File: src/rtl/eightway_alu_pkg.sv
// Package: operation codes shared by the ALU and its checker.
// Assumes a fixed three-bit code map; the values below define behaviour.
package eightway_alu_pkg;

    localparam int OP_BITS = 3;

    typedef enum logic [OP_BITS-1:0] {
        OPC_ADD  = 3'b000,
        OPC_SUB  = 3'b001,
        OPC_AND  = 3'b010,
        OPC_OR   = 3'b011,
        OPC_XOR  = 3'b100,
        OPC_INVA = 3'b101,
        OPC_INCB = 3'b110,
        OPC_PASB = 3'b111
    } alu_opc_e;

    // True when the code uses the adder chain.
    function automatic logic uses_adder(alu_opc_e opc);
        return (opc == OPC_ADD) || (opc == OPC_SUB) || (opc == OPC_INCB);
    endfunction

endpackage

File: src/rtl/alu_fa_cell.sv
// Module: one full-adder cell.
// Sum is the three-input XOR; carry is the majority of the three inputs.
module alu_fa_cell (
    input  logic x,
    input  logic y,
    input  logic ci,
    output logic s,
    output logic co
);

    // Sum and carry of three single bits.
    always_comb begin
        s  = x ^ y ^ ci;
        co = (x & y) | (x & ci) | (y & ci);
    end

endmodule

File: src/rtl/alu_ripple_chain.sv
// Module: ripple-carry adder built from full-adder cells.
// Assumes WIDTH >= 1; the carry enters at bit 0 and leaves from the top cell.
module alu_ripple_chain #(
    parameter int WIDTH = 8
) (
    input  logic [WIDTH-1:0] x,
    input  logic [WIDTH-1:0] y,
    input  logic             cin,
    output logic [WIDTH-1:0] sum,
    output logic             cout
);

    logic [WIDTH:0] link;

    // Carry-in feeds the bottom link.
    always_comb link[0] = cin;

    for (genvar i = 0; i < WIDTH; i++) begin : g_cell
        alu_fa_cell u_fa (
            .x  (x[i]),
            .y  (y[i]),
            .ci (link[i]),
            .s  (sum[i]),
            .co (link[i+1])
        );
    end

    // Carry-out taken from the top link.
    always_comb cout = link[WIDTH];

endmodule

File: src/rtl/alu_operand_steer.sv
// Module: chooses the adder's inputs and carry-in for each code.
// Add: A + B + 0. Subtract: A + ~B + 1. Increment: B + 0 + 1.
// For non-arithmetic codes the outputs are don't-care and are held at 0.
module alu_operand_steer
    import eightway_alu_pkg::*;
#(
    parameter int WIDTH = 8
) (
    input  alu_opc_e         opc,
    input  logic [WIDTH-1:0] a,
    input  logic [WIDTH-1:0] b,
    output logic [WIDTH-1:0] x,
    output logic [WIDTH-1:0] y,
    output logic             cin
);

    // Per-code steering of adder inputs.
    always_comb begin
        x   = '0;
        y   = '0;
        cin = 1'b0;
        unique case (opc)
            OPC_ADD: begin
                x = a;
                y = b;
            end
            OPC_SUB: begin
                x   = a;
                y   = ~b;
                cin = 1'b1;
            end
            OPC_INCB: begin
                x   = b;
                cin = 1'b1;
            end
            default: ;
        endcase
    end

endmodule

File: src/rtl/alu_logic_unit.sv
// Module: bitwise functions and the transfer path.
// Returns 0 for arithmetic codes; the top selects the adder then.
module alu_logic_unit
    import eightway_alu_pkg::*;
#(
    parameter int WIDTH = 8
) (
    input  alu_opc_e         opc,
    input  logic [WIDTH-1:0] a,
    input  logic [WIDTH-1:0] b,
    output logic [WIDTH-1:0] r
);

    // Bitwise result by code.
    always_comb begin
        unique case (opc)
            OPC_AND:  r = a & b;
            OPC_OR:   r = a | b;
            OPC_XOR:  r = a ^ b;
            OPC_INVA: r = ~a;
            OPC_PASB: r = b;
            default:  r = '0;
        endcase
    end

endmodule

File: src/rtl/eightway_alu.sv
// Module: eight-operation ALU with one registered output stage.
// Assumes a synchronous active-low reset and OPW >= 1. The core is
// combinational; result and flags are captured on each rising edge.
module eightway_alu
    import eightway_alu_pkg::*;
#(
    parameter int OPW = 8
) (
    input  logic           clk,
    input  logic           rst_n,
    input  logic [OPW-1:0] opnd_a,
    input  logic [OPW-1:0] opnd_b,
    input  logic [2:0]     op_code,
    output logic [OPW-1:0] result_q,
    output logic           carry_q,
    output logic           zero_q,
    output logic           sign_q
);

    localparam int MSB = OPW - 1;

    alu_opc_e       opc;
    logic [OPW-1:0] add_x;
    logic [OPW-1:0] add_y;
    logic           add_ci;
    logic [OPW-1:0] add_sum;
    logic           add_co;
    logic [OPW-1:0] lu_r;
    logic [OPW-1:0] res_d;
    logic           carry_d;
    logic           zero_d;
    logic           sign_d;

    // Interpret the raw select as an operation code.
    always_comb opc = alu_opc_e'(op_code);

    alu_operand_steer #(.WIDTH(OPW)) u_steer (
        .opc (opc),
        .a   (opnd_a),
        .b   (opnd_b),
        .x   (add_x),
        .y   (add_y),
        .cin (add_ci)
    );

    alu_ripple_chain #(.WIDTH(OPW)) u_chain (
        .x    (add_x),
        .y    (add_y),
        .cin  (add_ci),
        .sum  (add_sum),
        .cout (add_co)
    );

    alu_logic_unit #(.WIDTH(OPW)) u_logic (
        .opc (opc),
        .a   (opnd_a),
        .b   (opnd_b),
        .r   (lu_r)
    );

    // Pick the adder or the logic path; carry only from arithmetic codes.
    always_comb begin
        if (uses_adder(opc)) begin
            res_d   = add_sum;
            carry_d = add_co;
        end else begin
            res_d   = lu_r;
            carry_d = 1'b0;
        end
    end

    // Status flags derived from the selected result.
    always_comb begin
        zero_d = (res_d == '0);
        sign_d = res_d[MSB];
    end

    // Output register with synchronous active-low clear.
    always_ff @(posedge clk) begin
        if (!rst_n) begin
            result_q <= '0;
            carry_q  <= 1'b0;
            zero_q   <= 1'b0;
            sign_q   <= 1'b0;
        end else begin
            result_q <= res_d;
            carry_q  <= carry_d;
            zero_q   <= zero_d;
            sign_q   <= sign_d;
        end
    end

endmodule

File: config.mk
export PLATFORM = sky130hd
export DESIGN_NAME = eightway_alu
export DESIGN_NICKNAME = d
export VERILOG_FILES = /design/src/rtl/eightway_alu_pkg.sv /design/src/rtl/alu_fa_cell.sv /design/src/rtl/alu_ripple_chain.sv /design/src/rtl/alu_operand_steer.sv /design/src/rtl/alu_logic_unit.sv /design/src/rtl/eightway_alu.sv
export SDC_FILE = /design/constraint.sdc
export NUM_CORES = 1
export LEC_CHECK = 0
export BUFFER_PORTS_ARGS = -buffer_cell sky130_fd_sc_hd__buf_2
export CAP_MARGIN = 15
export CORE_ASPECT_RATIO = 1.5
export CORE_MARGIN = 3
export CORE_UTILIZATION = 35
export CTS_CLUSTER_DIAMETER = 80
export DETAILED_ROUTE_END_ITERATION = 12
export GPL_TIMING_DRIVEN = 0
export SLEW_MARGIN = 20
export SYNTH_ARGS = -nofsm -noshare
export SYNTH_HDL_FRONTEND = slang
export SYNTH_SLANG_ARGS = --single-unit
File: constraint.sdc
create_clock -name clk -period 7.75 [get_ports clk]
set_input_delay 0.775 -clock clk [delete_from_list [all_inputs] [get_ports clk]]
set_output_delay 0.775 -clock clk [all_outputs]
set_load 0.01 [all_outputs]
==> Implementation_results.wiki, run 1 <==
{| class="wikitable"
! Metric !! Value
|-
| Run status || finished, final reports clean
|-
| Area growth syn-to-layout || 16.9%
|-
| Global Route Usage Sum || 15.6%
|-
| Buffer type at the clock tree root || clkbuf_8
|-
| Final count of negative-setup-slack endpoints || 0
|-
| Die boundary height || 85.3 um
|-
| Max-slew violations || 0
|-
| Standard-cell row count || 28
|-
| Final min period || 5550 ps
|-
| Number of nets with antenna violations after detailed routing || 0
|-
| Mean number of vias per cell || 5.14
|-
| Wire length of the first global-routing pass || 6.09 mm
|-
| Clock buffers created by TritonCTS || 3
|-
| Top_reg_cell synth || dfxtp_1
|-
| Number of flops mapped to enable cells by yosys || 0
|-
| Number of input and output port buffers inserted || 30
|-
| RSZ-0062 raised after global routing || false
|-
| Share of cells above drive strength 1 || 23.5%
|-
| Register area share after synthesis || 13.6%
|-
| Number of instances in the synthesized netlist || 188
|-
| Crit path max fanout || 10
|-
| Quantity of gates resized following cts || 0
|-
| Required time reported for the critical path endpoint || 7850 ps
|-
| Top-Level Pins || 32
|-
| # Max-Cap Violations || 0
|-
| Leakage power figure || 0.833 nW
|-
| Post-detailed-route wirelength per cell || 13.6 um
|-
| Library cells used by synthesis || 41
|-
| H-tree levels || 1
|-
| Number of nets in the layout || 268
|-
| Register clock-pin slew on the reported worst setup and hold paths || 40 ps
|-
| Die outline area || 5020 um^2
|-
| Antenna cell count || 0
|-
| Drt initial violations || 28
|-
| Initial antenna violation count || 0
|-
| Largest buffer count on any clock path || 2
|-
| Normalized max-slew margin || 69.2%
|-
| Largest net degree at the start of global routing || 11
|-
| Type of the worst setup path || primary input to register
|-
| Post-synthesis area per instance || 7.81 um^2
|-
| Post-cts hold buffer count || 0
|-
| Arrival time at the worst endpoint || 5660 ps
|-
| Clock tree from TritonCTS || yes
|-
| Placed instance count || 263
|-
| Total power density per cell area || 110 nW/um^2
|-
| Yosys warnings || 0
|-
| Routed wire length || 3.61 mm
|-
| Vias in the first global route || 1332
|-
| Routability congestion estimate || 0.943
|-
| Estimated wirelength of the detail-placed design || 2.95 mm
|-
| Highest clock rate || 0.180 GHz
|-
| Type of the most critical hold path || primary input to register
|-
| Overflow left after global routing || 0
|-
| Measured slew at the worst slew-check pin || 459 ps
|-
| Category of the worst setup path capture point || register
|-
| DIE WIDTH || 58.9 um
|-
| Post-CTS Setup Bufs || 0
|-
| Flop and latch count out of synthesis || 10
|-
| Startpoint Class || primary input
|-
| Final hold violations || 0
|-
| IR Drop Worst-Case VDD || 0.0938 mV
|-
| Sink Count || 10
|-
| Syn Std Cell Area || 1470 um^2
|-
| Async set-or-reset flop fraction in the synthesized netlist || 0%
|-
| Effective utilization at floorplan || 36.7%
|-
| Number of instances on the worst hold path || 2
|-
| Vias || 1366
|-
| Post-route clock period utilization || 71.6%
|-
| Placeable Area || 3990 um^2
|-
| Post-Synthesis Net Count || 233
|-
| Drt pass-1 iters || 4
|-
| Total negative slack for setup checks || 0 ps
|-
| Number of cells in the finished layout apart from fillers || 266
|-
| DRC violations left || 0
|}
-- synth_stat cells, types with 2 or more instances --
master     n  area share [%]
a22oi_1    2             1.0
ha_1      16              14
buf_4      4             2.0
nor2b_1    3             1.3
nand2b_1   8             3.4
or2b_1     4             2.0
nand3b_1   2             1.0
a21oi_1    7             2.4
dfxtp_1   10              14
nand3_1    4             1.4
buf_2      3             1.0
o22ai_1    4             1.7
xor2_1     2             1.2
o21ai_1    2            0.68
o21ai_0   13             4.4
nand4_1    2            0.85
a311oi_1   2             1.2
fa_1       8              11
nand2_1   13             3.3
buf_6      4             3.1
nor2_1    24             6.1
a211oi_1   3             1.5
mux4_2     2             3.1
xnor2_1    6             3.6
o211ai_1   3             1.5
and2_1     2            0.85
inv_1     21             5.4
-- layout by cell type (no fill, tap or decap), types with 4 or more instances in the layout --
cell type  netlist  layout
buf_6            4       4
dfxtp_1         10      10
a21oi_1          7       7
nand2b_1         8       8
buf_2            3      33
fa_1             8       8
or2b_1           4       4
nand3_1          4       4
o21ai_0         13      13
ha_1            16      16
nand2_1         13      13
xnor2_1          6       6
nor2_1          24      24
o22ai_1          4       4
inv_1           21      21
buf_4            4       4
-- critical path, cell delays in order --
cell	delay (ps)
buf_2	150
buf_6	160
buf_4	180
buf_4	240
xor2_1	90
nand2_1	90
fa_1	160
inv_1	50
fa_1	370
fa_1	410
fa_1	430
fa_1	390
fa_1	400
fa_1	420
inv_1	90
fa_1	430
nor2b_1	150
a311oi_1	390
nor2_1	80
nand4_1	120
nor4_2	60
-- layout make-up --
cell class	count	area, um^2
Inverter	22	82.6
Tap cell	45	56.3
Multi-Input combinational cell	144	1090
Buffer	12	93.8
Clock buffer	3	41.3
Fill cell	433	2280
Timing Repair Buffer	30	150
Sequential cell	10	200
-- worst paths after layout --
path	start	endpoint
worst max-delay path	op_code[0]	zero_q
worst min-delay path	rst_n	result_q[5]
-- report_power, final --
part           internal, W  switching (W)
clock network    0.0000337      0.0000170
registers        0.0000558    0.000000855
logic            0.0000354      0.0000459
total             0.000125      0.0000638
-- stage by stage --
stage	worst slack [ps]	utilization, %	hold WS, ps	total power [W]	instance area [um^2]
3_3_place_gp	1970	41.9	1030	0.000139	1670
4_1_cts	2170	43.0	794	0.000191	1720
3_5_place_dp	1950	41.9	1030	0.000140	1670
6_report	2200	43.0	796	0.000189	1720
5_1_grt	1910	43.0	819	0.000203	1720
2_1_floorplan	2540	-	897	0.000113	1470
-- flip-flops by register name, summed over array words and instances, names as in the netlist --
register	count
result_q	8
zero_q	1
carry_q	1
-- logic make-up after synthesis --
| family | Yosys count | share of synthesized area [%] |
|---|---|---|
| fa+ha+maj | 24 | 24.6 |
| compound gates | 41 | 17.9 |
| buf+inv | 34 | 12.0 |
| simple gates | 68 | 23.4 |
| xor+xnor | 8 | 4.77 |
| mux | 3 | 3.75 |
| flops | 10 | 13.6 |
-- per-layer routing --
| metal | global-route usage (%) | routed length, um |
|---|---|---|
| met1 | 17.9 | 1520 |
| met2 | 28.3 | 1840 |
| met3 | 0.913 | 119 |
| met4 | 7.42 | 121 |
| met5 | 0 | 0 |
No activity file was read; power rests on OpenSTA's default activity.
==> run 2, diff against run 1 <==
==> constraint.sdc (replaced) <==
create_clock -name clk -period 4.7 [get_ports clk]
set_input_delay 0.47 -clock clk [delete_from_list [all_inputs] [get_ports clk]]
set_output_delay 0.47 -clock clk [all_outputs]
set_load 0.01 [all_outputs]
==> run 2 against run 1 <==
Against the previous run:
- the run now ends with negative setup slack left
- critical path depth is 3 lower
- first-iteration DRC count is 120% higher
- sequential cell count stayed put
- utilization is 5.8 points higher
- combinational power is 91% higher
- worst hold slack worse by 300 ps
- sequential share of layout area is 1.4 points lower
- non-clock buffer count is 16 higher
- critical path type unchanged
- critical endpoint unchanged
==> Implementation_results.wiki, run 2 (synthesis gave the netlist of run 1 again) <==
{| class="wikitable"
! Metric !! Value
|-
| Normalized max-slew margin || 67.9%
|-
| Post-detailed-placement cell area || 1690 um^2
|-
| Max-slew violations || 0
|-
| Standard-cell row count || 28
|-
| Internal cell power || 0.000222 W
|-
| Share of total power consumed by net switching || 32.9%
|-
| Die outline area || 5020 um^2
|-
| Global Route Usage Sum || 15.4%
|-
| Mean number of vias per cell || 5.06
|-
| Type of the worst setup path || primary input to register
|-
| Routed wire length || 3.85 mm
|-
| Leading cell types in the layout, fill and taps excluded || buf_2 (29), nor2_1 (24), inv_1 (19), buf_4 (19), ha_1 (16)
|-
| Register bank with the most flops || result_q
|-
| Register clock-pin slew on the reported worst setup and hold paths || 40 ps
|-
| Estimated wirelength of the detail-placed design || 3.03 mm
|-
| DRC violations left || 0
|-
| Required time reported for the critical path endpoint || 4840 ps
|-
| Total power density per cell area || 170 nW/um^2
|-
| Vias || 1426
|-
| # Max-Cap Violations || 0
|-
| Buffer type at the clock tree root || clkbuf_8
|-
| H-tree levels || 1
|-
| Post-placement worst setup slack || -561 ps
|-
| Number of input and output port buffers inserted || 30
|-
| Reported net switching power || 0.000109 W
|-
| IR Drop Worst-Case VDD || 0.182 mV
|-
| Violated checks || negative setup slack
|-
| Area growth syn-to-layout || 32.6%
|-
| Most frequent standard cell in the layout excluding fill and tap cells || buf_2
|-
| Total design power || 0.000331 W
|-
| Run status || finished, violations left
|-
| Clock tree from TritonCTS || yes
|-
| Relative contribution of sequential cells to total power || 28.2%
|-
| Overflow left after global routing || 0
|-
| Number of flip-flops under the largest register name || 8
|-
| Largest registers in the final layout || result_q x8, carry_q x1, zero_q x1
|-
| Drt pass-1 iters || 4
|-
| Leakage power figure || 0.929 nW
|-
| DIE WIDTH || 58.9 um
|-
| Startpoint Class || primary input
|-
| Type of the most critical hold path || primary input to register
|-
| Routability congestion estimate || 0.888
|-
| Crit path max fanout || 8
|-
| Final-layout fill cell count || 405
|-
| Post-cts hold buffer count || 0
|-
| Share of cells above drive strength 1 || 34.2%
|-
| Drt initial violations || 62
|-
| Final count of negative-setup-slack endpoints || 1
|-
| RSZ-0062 raised after global routing || true
|-
| Final hold violations || 0
|-
| Portion of total power attributed to the clock network || 25.0%
|-
| Effective utilization at floorplan || 36.7%
|-
| Die boundary height || 85.3 um
|-
| Comb power frac || 46.9%
|-
| Highest clock rate || 0.212 GHz
|-
| Antenna cell count || 0
|-
| Measured slew at the worst slew-check pin || 480 ps
|-
| Largest net degree at the start of global routing || 20
|-
| Top-Level Pins || 32
|-
| Post-route clock period utilization || 100%
|-
| Design area || 1950 um^2
|-
| Initial antenna violation count || 0
|-
| Largest buffer count on any clock path || 2
|-
| Sink Count || 10
|-
| Category of the worst setup path capture point || register
|-
| Worst Hold Slack || 494 ps
|-
| Post-detailed-route wirelength per cell || 13.7 um
|-
| Vias in the first global route || 1349
|-
| Number of nets with antenna violations after detailed routing || 0
|-
| Clock buffers created by TritonCTS || 3
|-
| Wire length of the first global-routing pass || 6.05 mm
|-
| Arrival time at the worst endpoint || 4850 ps
|-
| Final worst setup slack || -11.3 ps
|-
| Final min period || 4710 ps
|-
| Placeable Area || 3990 um^2
|-
| Number of nets in the layout || 284
|}
==> run 2: stage by stage <==
stage	std cells	TNS [ps]	util (%)
2_1_floorplan	188	0	-
3_5_place_dp	263	-886	42.4
5_1_grt	282	-232	48.7
4_1_cts	265	-55.5	43.6
3_3_place_gp	263	-872	42.4
6_report	282	-11.3	48.7
==> run 2: power groups by stage <==
stage	combinational [W]	sequential, W	clock, W
2_1_floorplan	0.0000884	0.0000991	0
3_3_place_gp	0.000135	0.0000948	0
3_5_place_dp	0.000137	0.0000948	0
4_1_cts	0.000138	0.0000934	0.0000842
5_1_grt	0.000174	0.0000940	0.0000884
6_report	0.000155	0.0000933	0.0000828
==> run 2: what timing repair did <==
action	CTS	global route
endpoints found under the setup margin	2	2
setup buffers	0	17
hold endpoints to repair	0	0
pin swaps	3	13
cloned	0	1
resized for setup	6	20
==> run 2: final timing paths <==
check	start	end	slack (ps)	depth (start not counted)
setup / recovery	op_code[1]	zero_q	-10	18
hold / removal	rst_n	result_q[5]	490	2
==> run 2: per-layer routing <==
| metal | track usage (%) | up-vias | wire length (um) |
|---|---|---|---|
| li1 | - | 727 | - |
| met5 | 0 | - | 0 |
| met1 | 16.9 | 655 | 1600 |
| met4 | 5.98 | 0 | 65 |
| met3 | 2.13 | 6 | 187 |
| met2 | 28.6 | 38 | 2000 |
==> run 2: area by class of cell <==
| cell class | count | area [um^2] | area share [%] |
|---|---|---|---|
| flip-flops and latches | 10 | 200 | 10.3 |
| plain buffers | 10 | 121 | 6.24 |
| clock buffers | 3 | 41.3 | 2.12 |
| well taps | 45 | 56.3 | 2.89 |
| repair buffers | 48 | 323 | 16.6 |
| multi-input cells | 144 | 1120 | 57.6 |
| inverters | 22 | 82.6 | 4.24 |
==> run 2: worst max-delay path, stage by stage <==
cell	delay, ps
buf_8	100
and3b_2	260
a22oi_2	200
fa_2	230
inv_2	40
fa_2	350
fa_2	380
fa_2	380
fa_2	380
fa_2	390
fa_2	380
inv_2	70
fa_1	170
inv_1	40
mux4_2	470
o21ai_1	140
nand3_1	120
nor4_2	280
